### src/rtl/rt_bist_pkg.sv
package rt_bist_pkg;

   // Bit positions of the status word, most significant first
   localparam int TXSD_A_POS  = 15;
   localparam int TXSD_B_POS  = 14;
   localparam int RXSD_A_POS  = 13;
   localparam int RXSD_B_POS  = 12;
   localparam int USER_LO_POS = 6;
   localparam int LBF_A_POS   = 5;
   localparam int LBF_B_POS   = 4;
   localparam int MEMF_POS    = 3;
   localparam int APAR_POS    = 2;
   localparam int LOADF_POS   = 1;
   localparam int TFINH_POS   = 0;

   // Number of bits that are not part of the user field
   localparam int FIXED_BITS  = 10;

   typedef struct packed {
      logic       exec;
      logic [4:0] code;
      logic       bus_b;
   } mode_cmd_t;

endpackage

### src/rtl/rt_bist_sd_track.sv
module rt_bist_sd_track #(
   parameter int N_BUS     = 2,
   parameter int CODE_W    = 5,
   parameter int MC_SD     = 4,
   parameter int MC_SEL_SD = 20
) (
   input  logic                 clk,
   input  logic                 rst_n,
   input  logic                 sw_rst,
   input  logic                 mc_exec,
   input  logic [CODE_W-1:0]    mc_code,
   input  logic                 mc_bus,
   input  logic                 sd_rx_en,
   input  logic [N_BUS-1:0]     inh,
   output logic [N_BUS-1:0]     tx_sd,
   output logic [N_BUS-1:0]     rx_sd
);

   logic sd_cmd;

   always_comb begin
      sd_cmd = mc_exec &&
               ((mc_code == CODE_W'(MC_SD)) || (mc_code == CODE_W'(MC_SEL_SD)));
   end

   for (genvar b = 0; b < N_BUS; b++) begin : g_bus
      logic hit;
      logic tx_lat;
      logic rx_lat;

      always_comb hit = sd_cmd && (int'(mc_bus) == b);

      always_ff @(posedge clk or negedge rst_n) begin
         if (!rst_n) begin
            tx_lat <= 1'b0;
            rx_lat <= 1'b0;
         end else if (sw_rst) begin
            tx_lat <= 1'b0;
            rx_lat <= 1'b0;
         end else if (hit) begin
            tx_lat <= 1'b1;
            if (sd_rx_en) rx_lat <= 1'b1;
         end
      end

      // the pin acts in the same cycle, the command latch from the next
      assign tx_sd[b] = inh[b] | tx_lat;
      assign rx_sd[b] = rx_lat;
   end

endmodule

### src/rtl/rt_bist_fault_log.sv
module rt_bist_fault_log #(
   parameter int N_BUS    = 2,
   parameter int USER_W   = 6,
   parameter int CODE_W   = 5,
   parameter int MC_INH   = 6,
   parameter int MC_OVR   = 7
) (
   input  logic                 clk,
   input  logic                 rst_n,
   input  logic                 sw_rst,
   input  logic                 mc_exec,
   input  logic [CODE_W-1:0]    mc_code,
   input  logic [N_BUS-1:0]     lb_fail,
   input  logic                 mem_fail,
   input  logic                 addr_par_err,
   input  logic                 autoinit_en,
   input  logic                 load_fail,
   input  logic                 host_we,
   input  logic [USER_W-1:0]    wr_user,
   input  logic [N_BUS-1:0]     wr_lb,
   output logic [USER_W-1:0]    user_q,
   output logic [N_BUS-1:0]     lb_q,
   output logic                 mem_q,
   output logic                 par_q,
   output logic                 load_q,
   output logic                 tfi_q
);

   logic inh_cmd;
   logic ovr_cmd;

   always_comb begin
      inh_cmd = mc_exec && (mc_code == CODE_W'(MC_INH));
      ovr_cmd = mc_exec && (mc_code == CODE_W'(MC_OVR));
   end

   // user field: host read/write only
   always_ff @(posedge clk or negedge rst_n) begin
      if (!rst_n)       user_q <= '0;
      else if (sw_rst)  user_q <= '0;
      else if (host_we) user_q <= wr_user;
   end

   // loopback failures: the hardware set wins over a host write
   for (genvar b = 0; b < N_BUS; b++) begin : g_lb
      always_ff @(posedge clk or negedge rst_n) begin
         if (!rst_n)          lb_q[b] <= 1'b0;
         else if (sw_rst)     lb_q[b] <= 1'b0;
         else if (lb_fail[b]) lb_q[b] <= 1'b1;
         else if (host_we)    lb_q[b] <= wr_lb[b];
      end
   end

   always_ff @(posedge clk or negedge rst_n) begin
      if (!rst_n) begin
         mem_q  <= 1'b0;
         load_q <= 1'b0;
         tfi_q  <= 1'b0;
      end else if (sw_rst) begin
         mem_q  <= 1'b0;
         load_q <= 1'b0;
         tfi_q  <= 1'b0;
      end else begin
         if (mem_fail)                 mem_q  <= 1'b1;
         if (load_fail && autoinit_en) load_q <= 1'b1;
         if (inh_cmd)                  tfi_q  <= 1'b1;
         else if (ovr_cmd)             tfi_q  <= 1'b0;
      end
   end

   // parity flag tracks the live check with one register stage
   always_ff @(posedge clk or negedge rst_n) begin
      if (!rst_n) par_q <= 1'b0;
      else        par_q <= addr_par_err;
   end

endmodule

### src/rtl/rt_bist_resp.sv
module rt_bist_resp #(
   parameter int DATA_W   = 16,
   parameter int CODE_W   = 5,
   parameter int MC_TXBIT = 19
) (
   input  logic                 clk,
   input  logic                 rst_n,
   input  logic                 mc_exec,
   input  logic [CODE_W-1:0]    mc_code,
   input  logic                 alt_sel,
   input  logic [DATA_W-1:0]    alt_word,
   input  logic [DATA_W-1:0]    cur_word,
   output logic                 resp_valid,
   output logic [DATA_W-1:0]    resp_word,
   output logic                 buf_we,
   output logic [DATA_W-1:0]    buf_wdata
);

   logic bit_cmd;
   logic buf_pend;

   always_comb bit_cmd = mc_exec && (mc_code == CODE_W'(MC_TXBIT));

   always_ff @(posedge clk or negedge rst_n) begin
      if (!rst_n) begin
         resp_valid <= 1'b0;
         resp_word  <= '0;
         buf_pend   <= 1'b0;
      end else begin
         resp_valid <= bit_cmd;
         buf_pend   <= bit_cmd && !alt_sel;
         if (bit_cmd) resp_word <= alt_sel ? alt_word : cur_word;
      end
   end

   // buffer copy after the response has gone out
   always_ff @(posedge clk or negedge rst_n) begin
      if (!rst_n) begin
         buf_we    <= 1'b0;
         buf_wdata <= '0;
      end else begin
         buf_we <= resp_valid && buf_pend;
         if (resp_valid && buf_pend) buf_wdata <= resp_word;
      end
   end

endmodule

### src/rtl/rt_bist_status.sv
module rt_bist_status
   import rt_bist_pkg::*;
#(
   parameter int DATA_W    = 16,
   parameter int USER_W    = 6,
   parameter int N_BUS     = 2,
   parameter int CODE_W    = 5,
   parameter int MC_SD     = 4,
   parameter int MC_SEL_SD = 20,
   parameter int MC_INH    = 6,
   parameter int MC_OVR    = 7,
   parameter int MC_TXBIT  = 19
) (
   input  logic              clk,
   input  logic              rst_n,
   input  logic              sw_rst,
   input  logic              inh_a,
   input  logic              inh_b,
   input  logic              sd_rx_en,
   input  logic              alt_sel,
   input  logic [DATA_W-1:0] alt_word,
   input  logic              autoinit_en,
   input  logic              mc_exec,
   input  logic [CODE_W-1:0] mc_code,
   input  logic              mc_bus,
   input  logic              lb_fail_a,
   input  logic              lb_fail_b,
   input  logic              mem_fail,
   input  logic              addr_par_err,
   input  logic              load_fail,
   input  logic              host_we,
   input  logic [DATA_W-1:0] host_wdata,
   output logic [DATA_W-1:0] host_rdata,
   output logic              resp_valid,
   output logic [DATA_W-1:0] resp_word,
   output logic              buf_we,
   output logic [DATA_W-1:0] buf_wdata
);

   localparam int USER_HI = USER_LO_POS + USER_W - 1;

   if (DATA_W != USER_W + FIXED_BITS) begin : g_bad_width
      initial $fatal(1, "DATA_W must equal USER_W + %0d", FIXED_BITS);
   end
   if (N_BUS != 2) begin : g_bad_bus
      initial $fatal(1, "N_BUS must be 2");
   end
   if (CODE_W < 5) begin : g_bad_code
      initial $fatal(1, "CODE_W must hold code values up to 31");
   end

   logic [N_BUS-1:0]  inh_v, tx_sd, rx_sd, lb_v, lb_q, wr_lb;
   logic [USER_W-1:0] user_q;
   logic              mem_q, par_q, load_q, tfi_q;

   assign inh_v = {inh_b, inh_a};
   assign lb_v  = {lb_fail_b, lb_fail_a};
   assign wr_lb = {host_wdata[LBF_B_POS], host_wdata[LBF_A_POS]};

   rt_bist_sd_track #(
      .N_BUS(N_BUS), .CODE_W(CODE_W), .MC_SD(MC_SD), .MC_SEL_SD(MC_SEL_SD)
   ) u_sd (
      .clk(clk), .rst_n(rst_n), .sw_rst(sw_rst),
      .mc_exec(mc_exec), .mc_code(mc_code), .mc_bus(mc_bus),
      .sd_rx_en(sd_rx_en), .inh(inh_v), .tx_sd(tx_sd), .rx_sd(rx_sd)
   );

   rt_bist_fault_log #(
      .N_BUS(N_BUS), .USER_W(USER_W), .CODE_W(CODE_W),
      .MC_INH(MC_INH), .MC_OVR(MC_OVR)
   ) u_log (
      .clk(clk), .rst_n(rst_n), .sw_rst(sw_rst),
      .mc_exec(mc_exec), .mc_code(mc_code), .lb_fail(lb_v),
      .mem_fail(mem_fail), .addr_par_err(addr_par_err),
      .autoinit_en(autoinit_en), .load_fail(load_fail),
      .host_we(host_we), .wr_user(host_wdata[USER_HI:USER_LO_POS]),
      .wr_lb(wr_lb), .user_q(user_q), .lb_q(lb_q), .mem_q(mem_q),
      .par_q(par_q), .load_q(load_q), .tfi_q(tfi_q)
   );

   always_comb begin
      host_rdata              = '0;
      host_rdata[TXSD_A_POS]  = tx_sd[0];
      host_rdata[TXSD_B_POS]  = tx_sd[1];
      host_rdata[RXSD_A_POS]  = rx_sd[0];
      host_rdata[RXSD_B_POS]  = rx_sd[1];
      host_rdata[USER_HI:USER_LO_POS] = user_q;
      host_rdata[LBF_A_POS]   = lb_q[0];
      host_rdata[LBF_B_POS]   = lb_q[1];
      host_rdata[MEMF_POS]    = mem_q;
      host_rdata[APAR_POS]    = par_q;
      host_rdata[LOADF_POS]   = load_q;
      host_rdata[TFINH_POS]   = tfi_q;
   end

   rt_bist_resp #(
      .DATA_W(DATA_W), .CODE_W(CODE_W), .MC_TXBIT(MC_TXBIT)
   ) u_resp (
      .clk(clk), .rst_n(rst_n), .mc_exec(mc_exec), .mc_code(mc_code),
      .alt_sel(alt_sel), .alt_word(alt_word), .cur_word(host_rdata),
      .resp_valid(resp_valid), .resp_word(resp_word),
      .buf_we(buf_we), .buf_wdata(buf_wdata)
   );

endmodule

### config.mk
export PLATFORM = sky130hd
export DESIGN_NAME = rt_bist_status
export DESIGN_NICKNAME = d
export VERILOG_FILES = /design/src/rtl/rt_bist_pkg.sv /design/src/rtl/rt_bist_sd_track.sv /design/src/rtl/rt_bist_fault_log.sv /design/src/rtl/rt_bist_resp.sv /design/src/rtl/rt_bist_status.sv
export SDC_FILE = /design/constraint.sdc
export NUM_CORES = 1
export LEC_CHECK = 0
export BUFFER_PORTS_ARGS = -buffer_cell sky130_fd_sc_hd__buf_2
export CAP_MARGIN = 25
export CORE_MARGIN = 10
export CORE_UTILIZATION = 52
export CTS_BUF_LIST = sky130_fd_sc_hd__clkbuf_8
export DETAILED_ROUTE_END_ITERATION = 8
export PLACE_DENSITY = 0.88
export SYNTH_ARGS = -nofsm -noshare
export SYNTH_HDL_FRONTEND = slang
export SYNTH_SLANG_ARGS = --single-unit
### constraint.sdc
create_clock -name clk -period 3.6 [get_ports clk]
set_input_delay 0.18 -clock clk [delete_from_list [all_inputs] [get_ports clk]]
set_output_delay 0.18 -clock clk [all_outputs]
set_load 0.01 [all_outputs]
==> results.sh <==
export IMPL_finalSetupViolations=0
export IMPL_grt_pass1_wl_mm=8.91
export IMPL_utilization_pct=70.3
export IMPL_min_path_type="primary input to flip-flop"
export IMPL_critPathArrivalTime_ns=1.68
export IMPL_ys_types=24
export IMPL_cts_tree="yes"
export IMPL_skew_ns=0.00505
export IMPL_final_cells=303
export IMPL_reg2reg_slack_ns=2.11
export IMPL_worstHoldPathCells=2
export IMPL_yosysWarnings=0
export IMPL_status="completed"
export IMPL_crit_chain="nand2_1 > mux2_2"
export IMPL_die_x_um=85.6
export IMPL_cp_slowest_cell="nand2_1"
export IMPL_io_pins=103
export IMPL_antennaDiodeCount=0
export IMPL_worst_slack_ns=2.11
export IMPL_top_layer="met4"
export IMPL_clock_path_buffers=2
export IMPL_htreeDepth=2
export IMPL_io_buffers=94
export IMPL_synthCells=159
export IMPL_ctsResizeCount=0
export IMPL_coreArea_mm2=0.00409
export IMPL_ys_seq_elements=51
export IMPL_num_rows=23
export IMPL_worst_pin_slew_ns=0.769
export IMPL_grt_max_degree=31
export IMPL_slew_headroom_pct=48.6
export IMPL_path_max_fanout=17
export IMPL_post_route_period_util_pct=41.4
export IMPL_worstHoldStart="mc_bus"
export IMPL_r2r_cells=2
export IMPL_rsz0062_at_grt="false"
export IMPL_grt_pass1_vias=1818
export IMPL_timing_fmax_mhz=671
export IMPL_numCtsBuffers=5
export IMPL_drive_above_1_share_pct=61.7
export IMPL_vias=1535
export IMPL_timing_rr_start="u_resp.resp_valid$_DFF_PN0_"
export IMPL_wl_mm=5.33
export IMPL_crit_family="simple AND/OR/NAND/NOR gates"
export IMPL_hold_path_end="u_sd.g_bus[0].tx_lat$_DFFE_PN0P_"
export IMPL_initial_core_util_pct=54.7
export IMPL_startpoint_type="flip-flop"
export IMPL_pre_cts_slack_ns=1.75
export IMPL_vdd_ir_drop_max_uv=326
export IMPL_grt_overflow_total=0
export IMPL_r2r_end="u_resp.buf_wdata[9]$_DFFE_PN0P_"
export IMPL_final_max_slew_viol_count=0
export IMPL_layout_commonest_cell="buf_2"
export IMPL_syn2layout_area_growth_pct=28.4
export IMPL_grt_antenna_before_repair=0
export IMPL_first_pass_iters=4
export IMPL_wl_per_cell_um=17.6
export IMPL_cts_root_buf="clkbuf_8"
export IMPL_critical_path_required_ns=3.79
export IMPL_gp_congestion=0.691
export IMPL_fp_dieH_um=85.6
export IMPL_dp_cells=292
export IMPL_wl_met1_mm=2.02
export IMPL_die_area_mm2=0.00732
export IMPL_route_met3_wl_um=394
export IMPL_fin_setup_tns_ns=0
export IMPL_critPathMaxStageDelay_ns=0.57
export IMPL_syn_area_mm2=0.00224
export IMPL_avgSynthCellArea_um2=14.1
export IMPL_maxCapViolCount=0
export IMPL_p_leak_nw=1.60
export IMPL_antenna_left=0
export IMPL_grtUsageTotal_pct=14.9
export IMPL_finalNetCount=305
export IMPL_cp_startpoint="u_resp.resp_valid$_DFF_PN0_"
export IMPL_most_common_layout_cells="94 x buf_2, 51 x dfrtp_1, 37 x mux2_2, 11 x nor2_1, 9 x mux2_4"
export IMPL_finalCriticalPeriod_ns=1.49
export IMPL_crit_path_end_kind="flip-flop"
export IMPL_cts_sinks=51
export IMPL_holdWs_ns=0.0709
export IMPL_drc=0
export IMPL_insertion_delay_ns=0.30
export IMPL_path_buf_inv=0
export IMPL_criticalPathCategory="flip-flop to flip-flop"
export IMPL_clk_pin_slew_ns=0.09
export IMPL_hold_viol=0
export IMPL_yosysSeqAreaShare_pct=57.1
export IMPL_via_per_inst=5.07
export IMPL_met2WireLength_mm=2.88
export IMPL_syn_nets=212
export IMPL_drt_iter0_markers=24
export IMPL_cts_setup_buffers=0
export IMPL_dp_hpwl_mm=4.10
export IMPL_power_density_mw_per_mm2=450
==> cell families (layout without fill, tap and decap cells) <==
| family | count (synthesis) | after routing | share of synthesized area, % |
|---|---|---|---|
| muxes | 53 | 53 | 27.8 |
| DFF | 51 | 51 | 57.1 |
| and+or+nand+nor | 27 | 27 | 7.27 |
| AOI/OAI and AO/OA | 9 | 9 | 2.69 |
| buffers and inverters | 19 | 113 | 5.15 |
==> flip-flops by register name (all words and copies together) (netlist names), 2 cells and up <==
| signal | count |
|---|---|
| u_log.lb_q | 2 |
| u_log.user_q | 6 |
| u_resp.buf_wdata | 16 |
| u_resp.resp_word | 16 |
| u_sd.g_bus.rx_lat | 2 |
| u_sd.g_bus.tx_lat | 2 |
==> Yosys cell counts, drive strengths merged <==
library cell | number | area, um2
o22ai | 2 | 12.5
nor3b | 1 | 7.51
dfrtp | 51 | 1280
buf | 11 | 85.1
o21ai | 2 | 10.0
and4bb | 1 | 12.5
nor4 | 1 | 6.26
nor2 | 11 | 41.3
a211oi | 2 | 15.0
nor3 | 1 | 16.3
mux2 | 46 | 552
nand3b | 1 | 20.0
inv | 7 | 26.3
a21oi | 1 | 5.00
clkbuf | 1 | 3.75
nand2b | 2 | 12.5
nor2b | 2 | 12.5
o32ai | 2 | 17.5
mux2i | 7 | 70.1
or2 | 3 | 18.8
nand2 | 4 | 15.0
==> power breakdown <==
| part | switching, mW | internal, mW |
|---|---|---|
| Sequential | 0.0295 | 0.612 |
| Combinational | 0.0870 | 0.102 |
| Clock | 0.184 | 0.277 |
| Total | 0.301 | 0.991 |
==> cell type report <==
cell class	count	area [um2]
Clock buffer	5	68.8
Tap cell	50	62.6
Clock inverter	3	67.6
Timing Repair Buffer	98	526
Fill cell	306	1210
Sequential cell	51	1280
Multi-Input combinational cell	89	845
Inverter	7	26.3
==> how the worst max path moves through the flow <==
stage,cells past startpoint,endpoint,slack [ns]
2_1_floorplan,3,u_resp.buf_wdata[10]$_DFFE_PN0P_,2.28
3_3_place_gp,4,u_resp.resp_word[1]$_DFFE_PN0P_,1.75
3_5_place_dp,4,u_resp.resp_word[5]$_DFFE_PN0P_,1.75
4_1_cts,4,u_resp.resp_word[4]$_DFFE_PN0P_,2.06
5_1_grt,2,u_resp.buf_wdata[4]$_DFFE_PN0P_,2.01
6_report,2,u_resp.buf_wdata[9]$_DFFE_PN0P_,2.11
==> per-layer routing <==
metal  vias up  global-route usage [%]
met5         -                       0
met4         0                    2.84
met3         4                    6.24
met2        42                    27.3
met1       765                    15.6
li1        724                       -
==> metrics by stage <==
| stage | power, mW | area [um2] |
|---|---|---|
| floorplan | 0.748 | 2240 |
| global placement | 0.835 | 2680 |
| CTS | 1.31 | 2860 |
| detailed placement | 0.844 | 2700 |
| global route | 1.35 | 2870 |
| finish | 1.29 | 2870 |
==> worst register-to-register path, stage by stage (launching register included) <==
cell and delay [ns]:
dfrtp_1 0.39, nand2_1 0.57, mux2_2 0.42
==> what timing repair did <==
| item | in CTS | in global routing |
|---|---|---|
| endpoints found under the setup margin | 0 | 0 |
| endpoints found under the hold margin | 22 | 0 |
| hold buffers | 2 | 0 |
No activity file was read; power rests on OpenSTA's default activity.
